### src/rtl/clksup_pkg.sv
package clksup_pkg;
   localparam logic [1:0] MODE_SELF     = 2'b00;
   localparam logic [1:0] MODE_INT_LOCK = 2'b01;
   localparam logic [1:0] MODE_BYPASS   = 2'b10;
   localparam logic [1:0] MODE_EXT_LOCK = 2'b11;

   localparam int FLAG_LOCK = 0;
   localparam int FLAG_CLK  = 1;
   localparam int NUM_FLAGS = 2;

   function automatic logic mode_is_locked(input logic [1:0] m);
      return m[0];
   endfunction
endpackage

### src/rtl/clksup_monitor.sv
module clksup_monitor
   import clksup_pkg::*;
#(
   parameter int SEL_W = 2
) (
   input  logic [SEL_W-1:0] mode,
   input  logic [SEL_W-1:0] sel,
   input  logic             ref_type,
   input  logic             off,
   input  logic             ref_slow,
   input  logic             osc_slow,
   output logic             ref_loss,
   output logic             osc_loss,
   output logic             ref_ok_d
);
   logic mon_ref, mon_osc, force_hi;

   always_comb begin
      mon_ref  = 1'b0;
      mon_osc  = 1'b0;
      force_hi = 1'b0;
      if (off) begin
         mon_ref = (sel == MODE_BYPASS) && ref_type;
      end else begin
         case (mode)
            MODE_SELF: begin
               mon_osc  = 1'b1;
               mon_ref  = ((sel == MODE_BYPASS) && ref_type) || (sel == MODE_EXT_LOCK);
               force_hi = (sel == MODE_BYPASS) && !ref_type;
            end
            MODE_INT_LOCK: begin
               mon_osc = 1'b1;
               mon_ref = (sel == MODE_EXT_LOCK);
            end
            MODE_BYPASS: mon_ref = 1'b1;
            default: begin
               mon_ref = 1'b1;
               mon_osc = 1'b1;
            end
         endcase
      end
   end

   assign ref_loss = mon_ref & ref_slow;
   assign osc_loss = mon_osc & osc_slow;
   assign ref_ok_d = force_hi | (mon_ref & ~ref_slow);
endmodule

### src/rtl/clksup_mode_ctl.sv
module clksup_mode_ctl
   import clksup_pkg::*;
#(
   parameter int SEL_W = 2
) (
   input  logic             clk,
   input  logic             rst_n,
   input  logic             sel_wr,
   input  logic [SEL_W-1:0] sel_wdata,
   input  logic             ref_up,
   input  logic             ref_loss,
   input  logic             osc_loss,
   output logic [SEL_W-1:0] sel_q,
   output logic [SEL_W-1:0] mode_q,
   output logic             sel_change
);
   logic             fallback, sel_acc;
   logic [SEL_W-1:0] fb_mode, sel_nxt, mode_nxt;

   always_comb begin
      fallback = 1'b0;
      fb_mode  = MODE_SELF;
      if (mode_q == MODE_EXT_LOCK && ref_loss) begin
         fallback = 1'b1;
         fb_mode  = MODE_SELF;
      end else if (mode_q == MODE_EXT_LOCK && osc_loss) begin
         fallback = 1'b1;
         fb_mode  = MODE_BYPASS;
      end else if (mode_q == MODE_BYPASS && ref_loss) begin
         fallback = 1'b1;
         fb_mode  = MODE_SELF;
      end
   end

   assign sel_acc    = sel_wr & ~fallback;
   assign sel_change = sel_acc & (sel_wdata != sel_q);

   always_comb begin
      if (fallback)      sel_nxt = fb_mode;
      else if (sel_acc)  sel_nxt = sel_wdata;
      else               sel_nxt = sel_q;

      if (fallback)           mode_nxt = fb_mode;
      else if (!sel_nxt[1])   mode_nxt = sel_nxt;
      else if (ref_up)        mode_nxt = sel_nxt;
      else if (mode_q[1])     mode_nxt = MODE_SELF;
      else                    mode_nxt = mode_q;
   end

   always_ff @(posedge clk or negedge rst_n) begin
      if (!rst_n) begin
         sel_q  <= MODE_SELF;
         mode_q <= MODE_SELF;
      end else begin
         sel_q  <= sel_nxt;
         mode_q <= mode_nxt;
      end
   end
endmodule

### src/rtl/clksup_lock_trk.sv
module clksup_lock_trk
   import clksup_pkg::*;
#(
   parameter int SEL_W = 2
) (
   input  logic             clk,
   input  logic             rst_n,
   input  logic [SEL_W-1:0] mode,
   input  logic             lock_in,
   input  logic             exp_evt,
   input  logic             loc_evt,
   input  logic             stop_in,
   input  logic             wake_in,
   input  logic             dbg_en,
   input  logic             osc_stop_en,
   output logic             lock_q,
   output logic             off_q,
   output logic             lol_evt
);
   logic stopped, planned, holdoff;
   logic stop_go, wake_go, stopped_nxt, off_nxt, mask, unexp_fall, wake_lol;

   assign stop_go     = stop_in & ~stopped;
   assign wake_go     = wake_in & stopped & ~stop_in;
   assign stopped_nxt = stop_go ? 1'b1 : (wake_go ? 1'b0 : stopped);
   assign off_nxt     = stopped_nxt & ~dbg_en & ~osc_stop_en;
   assign wake_lol    = wake_go & off_q & ~planned;

   assign mask = exp_evt | loc_evt | holdoff | off_q | off_nxt | ~mode_is_locked(mode);
   assign unexp_fall = lock_q & ~lock_in & ~mask;
   assign lol_evt    = unexp_fall | wake_lol;

   always_ff @(posedge clk or negedge rst_n) begin
      if (!rst_n) begin
         stopped <= 1'b0;
         planned <= 1'b0;
         off_q   <= 1'b0;
         holdoff <= 1'b0;
         lock_q  <= 1'b0;
      end else begin
         stopped <= stopped_nxt;
         off_q   <= off_nxt;
         if (stop_go) planned <= ~dbg_en & ~osc_stop_en;
         if (exp_evt)       holdoff <= 1'b1;
         else if (!lock_in) holdoff <= 1'b0;
         lock_q <= lock_in & ~mask;
      end
   end
endmodule

### src/rtl/clksup_sticky_flag.sv
module clksup_sticky_flag (
   input  logic clk,
   input  logic rst_n,
   input  logic set,
   input  logic rd,
   input  logic clr_wr,
   input  logic rst_en,
   input  logic ind_rst,
   output logic flag_q
);
   logic armed;

   always_ff @(posedge clk or negedge rst_n) begin
      if (!rst_n) begin
         flag_q <= 1'b0;
         armed  <= 1'b0;
      end else if (ind_rst) begin
         flag_q <= 1'b0;
         armed  <= 1'b0;
      end else if (set) begin
         flag_q <= 1'b1;
         armed  <= 1'b0;
      end else if (clr_wr && armed && !rst_en) begin
         flag_q <= 1'b0;
         armed  <= 1'b0;
      end else if (rd && flag_q) begin
         armed  <= 1'b1;
      end
   end
endmodule

### src/rtl/clkgen_fault_sup.sv
module clkgen_fault_sup
   import clksup_pkg::*;
#(
   parameter int SEL_W      = 2,
   parameter bit REF_OK_REG = 1'b1
) (
   input  logic             clk,
   input  logic             rst_n,
   input  logic             lock_in,
   input  logic             ref_slow,
   input  logic             osc_slow,
   input  logic             ref_up,
   input  logic             ref_type,
   input  logic             sel_wr,
   input  logic [SEL_W-1:0] sel_wdata,
   input  logic             mult_wr,
   input  logic             trim_wr,
   input  logic             stat_rd,
   input  logic             flag_clr_wr,
   input  logic             lock_lost_rst_en,
   input  logic             clk_lost_rst_en,
   input  logic             stop_in,
   input  logic             wake_in,
   input  logic             dbg_en,
   input  logic             osc_stop_en,
   output logic [SEL_W-1:0] sel_o,
   output logic [SEL_W-1:0] mode_o,
   output logic             lock_o,
   output logic             off_o,
   output logic             ref_ok,
   output logic             lock_lost_flag,
   output logic             clk_lost_flag,
   output logic             irq,
   output logic             rst_req
);
   if (SEL_W != 2) begin : g_bad_sel_w
      $error("clkgen_fault_sup: SEL_W must be 2, the mode encoding depends on it");
   end

   logic ref_loss, osc_loss, ref_ok_d, sel_change, exp_evt, loc_evt, lol_evt;
   logic [NUM_FLAGS-1:0] set_v, rst_en_v, flag_v;
   logic rst_req_q;

   clksup_monitor #(.SEL_W(SEL_W)) u_mon (
      .mode(mode_o), .sel(sel_o), .ref_type(ref_type), .off(off_o),
      .ref_slow(ref_slow), .osc_slow(osc_slow),
      .ref_loss(ref_loss), .osc_loss(osc_loss), .ref_ok_d(ref_ok_d)
   );

   clksup_mode_ctl #(.SEL_W(SEL_W)) u_mode (
      .clk(clk), .rst_n(rst_n), .sel_wr(sel_wr), .sel_wdata(sel_wdata),
      .ref_up(ref_up), .ref_loss(ref_loss), .osc_loss(osc_loss),
      .sel_q(sel_o), .mode_q(mode_o), .sel_change(sel_change)
   );

   assign loc_evt = ref_loss | osc_loss;
   assign exp_evt = mult_wr | sel_change | (trim_wr & (mode_o == MODE_INT_LOCK));

   clksup_lock_trk #(.SEL_W(SEL_W)) u_lock (
      .clk(clk), .rst_n(rst_n), .mode(mode_o), .lock_in(lock_in),
      .exp_evt(exp_evt), .loc_evt(loc_evt), .stop_in(stop_in), .wake_in(wake_in),
      .dbg_en(dbg_en), .osc_stop_en(osc_stop_en),
      .lock_q(lock_o), .off_q(off_o), .lol_evt(lol_evt)
   );

   assign set_v[FLAG_LOCK]    = lol_evt | (loc_evt & mode_is_locked(mode_o) & ~off_o);
   assign set_v[FLAG_CLK]     = loc_evt;
   assign rst_en_v[FLAG_LOCK] = lock_lost_rst_en;
   assign rst_en_v[FLAG_CLK]  = clk_lost_rst_en;

   for (genvar i = 0; i < NUM_FLAGS; i++) begin : g_flag
      clksup_sticky_flag u_flag (
         .clk(clk), .rst_n(rst_n), .set(set_v[i]), .rd(stat_rd),
         .clr_wr(flag_clr_wr), .rst_en(rst_en_v[i]), .ind_rst(rst_req_q),
         .flag_q(flag_v[i])
      );
   end

   always_ff @(posedge clk or negedge rst_n) begin
      if (!rst_n) rst_req_q <= 1'b0;
      else        rst_req_q <= (|(set_v & rst_en_v)) & ~rst_req_q;
   end

   if (REF_OK_REG) begin : g_ref_ok_reg
      always_ff @(posedge clk or negedge rst_n) begin
         if (!rst_n) ref_ok <= 1'b0;
         else        ref_ok <= ref_ok_d;
      end
   end else begin : g_ref_ok_comb
      assign ref_ok = ref_ok_d;
   end

   assign lock_lost_flag = flag_v[FLAG_LOCK];
   assign clk_lost_flag  = flag_v[FLAG_CLK];
   assign rst_req        = rst_req_q;
   assign irq            = (|(flag_v & ~rst_en_v)) & ~rst_req_q;
endmodule

### config.mk
export PLATFORM = sky130hd
export DESIGN_NAME = clkgen_fault_sup
export DESIGN_NICKNAME = d
export VERILOG_FILES = /design/src/rtl/clksup_pkg.sv /design/src/rtl/clksup_monitor.sv /design/src/rtl/clksup_mode_ctl.sv /design/src/rtl/clksup_lock_trk.sv /design/src/rtl/clksup_sticky_flag.sv /design/src/rtl/clkgen_fault_sup.sv
export SDC_FILE = /design/constraint.sdc
export NUM_CORES = 1
export LEC_CHECK = 0
export ABC_AREA = 1
export ABC_CLOCK_PERIOD_IN_PS = 1300
export CAP_MARGIN = 20
export CORE_MARGIN = 1
export CORE_UTILIZATION = 30
export CTS_CLUSTER_DIAMETER = 120
export DETAILED_ROUTE_END_ITERATION = 10
export PLACE_DENSITY = 0.61
export SYNTH_ARGS = -nofsm -noshare
export SYNTH_HDL_FRONTEND = slang
export SYNTH_SLANG_ARGS = --single-unit
### constraint.sdc
create_clock -name clk -period 1.3 [get_ports clk]
set_clock_uncertainty 0.15 [all_clocks]
set_input_delay 0.325 -clock clk [delete_from_list [all_inputs] [get_ports clk]]
set_output_delay 0.325 -clock clk [all_outputs]
set_load 0.02 [all_outputs]
# == Yosys cells after proc, flatten, opt, wreduce, memory -nomap -nowiden ==
# Cells that the tools add are included.
# classes
n_eq_ne,8
shift,0
bitwise_logic,47
order_cmp,0
reduce_logical,22
muxes,35
mul,0
add_sub_neg,0
n_div,0
# op_table
op,count
$mux 1,27
$and 1x1->1,21
$mux 2,7
$not 1->1,12
$logic_and 1x1->1,11
$or 1x1->1,11
$eq 2x2->1 const B,4
$reduce_bool 4->1,2
$reduce_bool 3->1,2
$and 2x2->2,2
$ne 4x2->1 const B,1
$reduce_or 2->1,2
$logic_not 1->1,3
$eq 2x1->1 const B,1
$logic_not 2->1,1
$ne 2x1->1 const B,1
$ne 2x2->1,1
$not 2->2,1
$pmux 1 s2,1
$logic_or 1x1->1,1
# totals
memories,0
romBits,0
ff_bits,15
mem_bits_rw,0
latch_bits,0
output_inout_bits,11
in_bits,20

# == Depth between registers and ports, before layout ==
# Gate-level depths: netlist of the first run.
# logic_depth
depth_word,27
mapped_depth,12
ltp_nobuf,12

# == Hierarchy ==
# From an unflattened synthesis of the first run, not the netlist that was laid out.
# hier_totals
hier_cells,139
hier_area_um2,928.4
# by_module_without_submodules
mod,cells_each,instances,area_each_um2
clksup_mode_ctl,37,1,254.0
clksup_lock_trk,31,1,237.7
clksup_sticky_flag,15,2,101.3
clkgen_fault_sup,20,1,142.6
clksup_monitor,21,1,91.3

# == Worst setup path before layout of the first run ==
# OpenSTA, ideal clock, no wires.
# synth_path
kind,reg-to-output
startpoint,register g_flag[1].u_flag.flag_q
endpoint,output irq
path_stages_with_launch,4
setup_slack_ns,-0.312
t_arrival_ns,1.137
t_required_ns,0.825
cell_sequence,dfrtp_1 inv_1 or2_2 a21oi_1
# synth_between
elab_chain_cells,3
# synth_lines
element,line,rtl
start: declaration,clksup_sticky_flag.sv:9,output logic flag_q
start signal: assignment,clksup_sticky_flag.sv:15,flag_q <= 1'b0;
start signal: assignment,clksup_sticky_flag.sv:18,flag_q <= 1'b0;
start signal: assignment,clksup_sticky_flag.sv:21,flag_q <= 1'b1;
$and 2x2->2,clkgen_fault_sup.sv:96,assign irq = (|(flag_v & ~rst_en_v)) & ~rst_req_q;
$reduce_or 2->1,clkgen_fault_sup.sv:96,
$and 1x1->1,clkgen_fault_sup.sv:96,
end: declaration,clkgen_fault_sup.sv:33,"output logic irq,"
# Every way passes these cells.

# == Final worst setup path of the first run ==
# Same ends and word-level chain as after synthesis.

==> impl_metrics.csv, run 1 <==
group,metric,value,unit
sta,slew_violations,0,
clocking,cts_buffers,3,
sta,fmax,596,MHz
sta,period_share,129,%
synth,yosys_register_bits,15,
clocking,ctsHoldBuffers,0,
outcome,status,"complete, but fails checks",
sta,rsz0062_at_grt,"yes",
synth,synth_nets,126,
die,initial_utilization,32.8,%
sta,final-hold-violation-count,0,
worst_setup_path,rr_endpoint,"g_flag[1].u_flag.flag_q$_DFFE_PN0P_",
clocking,htree_levels,1,
finish,diodes,0,
die,std_cell_rows,18,
outcome,violations,"negative setup slack",
power_and_ir_drop,ir_drop,0.813,mV
finish,nFillCells,204,
detailed_routing,ant_nets,0,
detailed_routing,drt_iter0_markers,8,
detailed_routing,firstDrtPassIters,4,
place,numPortBuffers,30,
sta,holdWs,0.197,ns
clocking,clock-sinks,15,
synth,synth_cell_types,25,
grt,grt_pass1_vias,931,
die,die_x,54.7,um
worst_setup_path,critPathKind,"flip-flop to output pin",
power_and_ir_drop,p_seq_share,32.2,%
place,dpl.hpwl,1680,um
worst_setup_path,cp_max_fo,2,
die,die-area,0.00300,mm^2
power_and_ir_drop,swShare,36.5,%
detailed_routing,dr_total_vias,975,
die,ioPinCount,31,
sta,setup_viol,21,
place,place.gp.congestion,0.813,
worst_setup_path,cpMaxStageDelayCell,"dfrtp_1",
finish,synthToLayoutAreaGrowth,100,%
finish,drive_above_1_share,46.9,%
power_and_ir_drop,p_leak,0.825,nW
die,die_h,54.7,um
clocking,clk_latency,0.30,ns
finish,nNetsFinal,198,
worst_hold_path,hp-class,"input port to async pin",
synth,ys_warn_count,0,
detailed_routing,wl_per_cell,12.0,um
worst_setup_path,max_stage_delay,0.37,ns
power_and_ir_drop,p_sw,0.000740,W
synth,synth.avg_cell_area,7.87,um^2
power_and_ir_drop,pwr-share-clk,13.9,%
worst_setup_path,arrival,1.20,ns
synth,synth_area,835,um^2
sta,fin_ws,-0.378,ns
detailed_routing,drc,0,
grt,gr-total-overflow,0,
grt,antenna_found_initial,0,
grt,track_usage,18.2,%
worst_setup_path,rr_worst_depth,10,
worst_setup_path,r2r-start,"u_mode.sel_q[1]$_DFF_PN0_",
synth,synth_cells,106,
worst_setup_path,cp-end-kind,"output pin",
power_and_ir_drop,p_int,0.00129,W
clocking,clkTransAtPathRegs,0.09,ns
grt,grt_pass1_wl,3820,um
die,core,0.00254,mm^2
worst_setup_path,critPathLaunchType,"flip-flop",
synth,yosysSeqAreaShare,45.0,%
clocking,cts_tree,"yes",
clocking,root_buffer,"clkbuf_4",
grt,grt_max_degree,16,
sta,timing.final.crit_period,1.68,ns
clocking,clockBufferDepth,2,
worst_setup_path,worstPathCellList,"inv_2 > or2_4 > a21oi_4 > buf_6",
worst_setup_path,required,0.82,ns
power_and_ir_drop,p_per_area,1210,mW/mm^2
sta,worst_slew_pin_slew,0.333,ns
sta,relSlewSlack,77.4,%
worst_setup_path,r2r_slack,-0.31,ns
power_and_ir_drop,comb_power_share,53.8,%
detailed_routing,vias_per_cell,4.71,
sta,finalSetupTns,-3.97,ns
detailed_routing,routed_wl,2480,um
flow_run,max_cap_viol_count,0,
==> cell type report <==
class                           instances  area, um^2  area share, %
Clock buffer                            4        26.3           1.57
Timing Repair Buffer                   67         648           38.8
Sequential cell                        15         383           22.9
Inverter                               18        67.6           4.05
Tap cell                               30        37.5           2.25
Multi-Input combinational cell         73         507           30.4
==> power by group through the flow <==
| stage | sequential [W] | combinational, W | clock, W |
|---|---|---|---|
| 6_report | 0.000653 | 0.00109 | 0.000282 |
| 5_1_grt | 0.000664 | 0.00119 | 0.000311 |
| 4_1_cts | 0.000646 | 0.000984 | 0.000288 |
| 3_5_place_dp | 0.000644 | 0.000852 | 0 |
| 3_3_place_gp | 0.000644 | 0.000837 | 0 |
| 2_1_floorplan | 0.000728 | 0.000308 | 0 |
==> synth_stat cells <==
| library cell | number | share of area (%) |
|---|---|---|
| nand2_2 | 2 | 1.5 |
| o21ai_1 | 1 | 0.60 |
| nand2_1 | 23 | 10 |
| o31ai_1 | 1 | 0.90 |
| nand2_4 | 2 | 2.7 |
| a21boi_0 | 1 | 0.90 |
| xnor2_1 | 2 | 2.1 |
| nor3_1 | 1 | 0.60 |
| or2_2 | 1 | 0.75 |
| o21ai_0 | 2 | 1.2 |
| inv_2 | 1 | 0.45 |
| o211ai_1 | 2 | 1.8 |
| a31oi_1 | 1 | 0.75 |
| nand4_1 | 3 | 2.2 |
| nand3_1 | 11 | 6.6 |
| a31oi_2 | 1 | 1.5 |
| o41ai_1 | 1 | 1.0 |
| nor2_1 | 10 | 4.5 |
| mux2i_1 | 1 | 1.2 |
| inv_1 | 17 | 7.6 |
| o21ai_2 | 1 | 1.0 |
| a21oi_1 | 4 | 2.4 |
| nor2_4 | 1 | 1.3 |
| dfrtp_1 | 15 | 45 |
| a21o_1 | 1 | 0.90 |
==> per-stage QoR <==
| stage | instances | utilization (%) | setup slack [ns] | power (W) | area (um^2) |
|---|---|---|---|---|---|
| 6_report | 207 | 65.6 | -0.378 | 0.00203 | 1670 |
| 5_1_grt | 207 | 65.6 | -0.432 | 0.00216 | 1670 |
| 4_1_cts | 202 | 61.3 | -0.386 | 0.00192 | 1560 |
| 3_5_place_dp | 191 | 55.2 | -0.967 | 0.00150 | 1410 |
| 3_3_place_gp | 191 | 55.2 | -0.946 | 0.00148 | 1410 |
| 2_1_floorplan | 106 | - | -0.179 | 0.00104 | 855 |
==> worst max-delay path by stage <==
| stage | startpoint | slack, ns | cells after the start | end |
|---|---|---|---|---|
| after floorplan | u_mode.sel_q[0]$_DFF_PN0_ | -0.18 | 12 | g_flag[0].u_flag.flag_q$_DFFE_PN0P_ |
| after global placement | clk_lost_rst_en | -0.95 | 4 | irq |
| after detailed placement | clk_lost_rst_en | -0.97 | 4 | irq |
| after CTS | g_flag[1].u_flag.flag_q$_DFFE_PN0P_ | -0.39 | 4 | irq |
| after global routing | u_mode.sel_q[1]$_DFF_PN0_ | -0.43 | 10 | g_flag[1].u_flag.flag_q$_DFFE_PN0P_ |
| final | g_flag[1].u_flag.flag_q$_DFFE_PN0P_ | -0.38 | 4 | irq |
==> placed cells by master (no fill, tap or decap), types with 2 or more instances in the layout <==
master / instances
nand3_1: 8
nand4_1: 3
buf_4: 26
dfrtp_1: 9
inv_2: 5
o211ai_1: 2
o21ai_1: 2
a21oi_1: 2
nand2_4: 3
inv_1: 13
clkbuf_4: 3
nor2_2: 2
nand3_4: 2
dlygate4sd2_1: 2
buf_6: 20
clkdlybuf4s50_1: 17
nand2_1: 21
nand2_2: 3
nor2_4: 2
nor2_1: 7
buf_12: 2
xnor2_1: 2
dfrtp_2: 6
==> what timing repair did <==
action                     in CTS  in global routing
cloned                          0                  0
resized for setup              87                 16
setup buffers                   8                  6
hold endpoints to repair        0                  0
pin swaps                       5                  2
setup endpoints to repair      22                 23
==> registers in the layout, indices dropped and copies added (netlist names) <==
name / cells
u_mode.mode_q: 2
u_lock.lock_q: 1
rst_req: 1
ref_ok: 1
u_lock.planned: 1
u_lock.holdoff: 1
g_flag.u_flag.armed: 2
u_lock.off_q: 1
u_lock.stopped: 1
u_mode.sel_q: 2
g_flag.u_flag.flag_q: 2
==> metal layers <==
metal	GRT usage (%)	vias up	part of all wire (%)
met5	0	-	0
met4	7.69	0	1.9
met3	4.17	5	3.3
met2	31.5	18	52
met1	21.3	463	43
li1	-	489	-
==> critical path, delay by kind of cell (launching register included) <==
| family | cells | cell delay (ns) |
|---|---|---|
| AO/OA/AOI/OAI | 1 | 0.12 |
| buffers and inverters | 2 | 0.17 |
| AND/OR/NAND/NOR | 1 | 0.25 |
| flip-flops | 1 | 0.37 |
==> cells by family after synthesis <==
group,share of synthesized area [%]
compound gates,13.0
xor+xnor,2.10
buf+inv,8.10
flops,45.0
mux,1.20
simple gates,30.6
Power figures use the tool's default switching activity.
==> inputs of run 2 (changes only) <==
- CAP_MARGIN: 20 -> 40
- CTS_CLUSTER_DIAMETER: 120 -> 30
==> results of run 2 <==
Same layout as run 1: the final DEF is identical, and so are final timing and power.
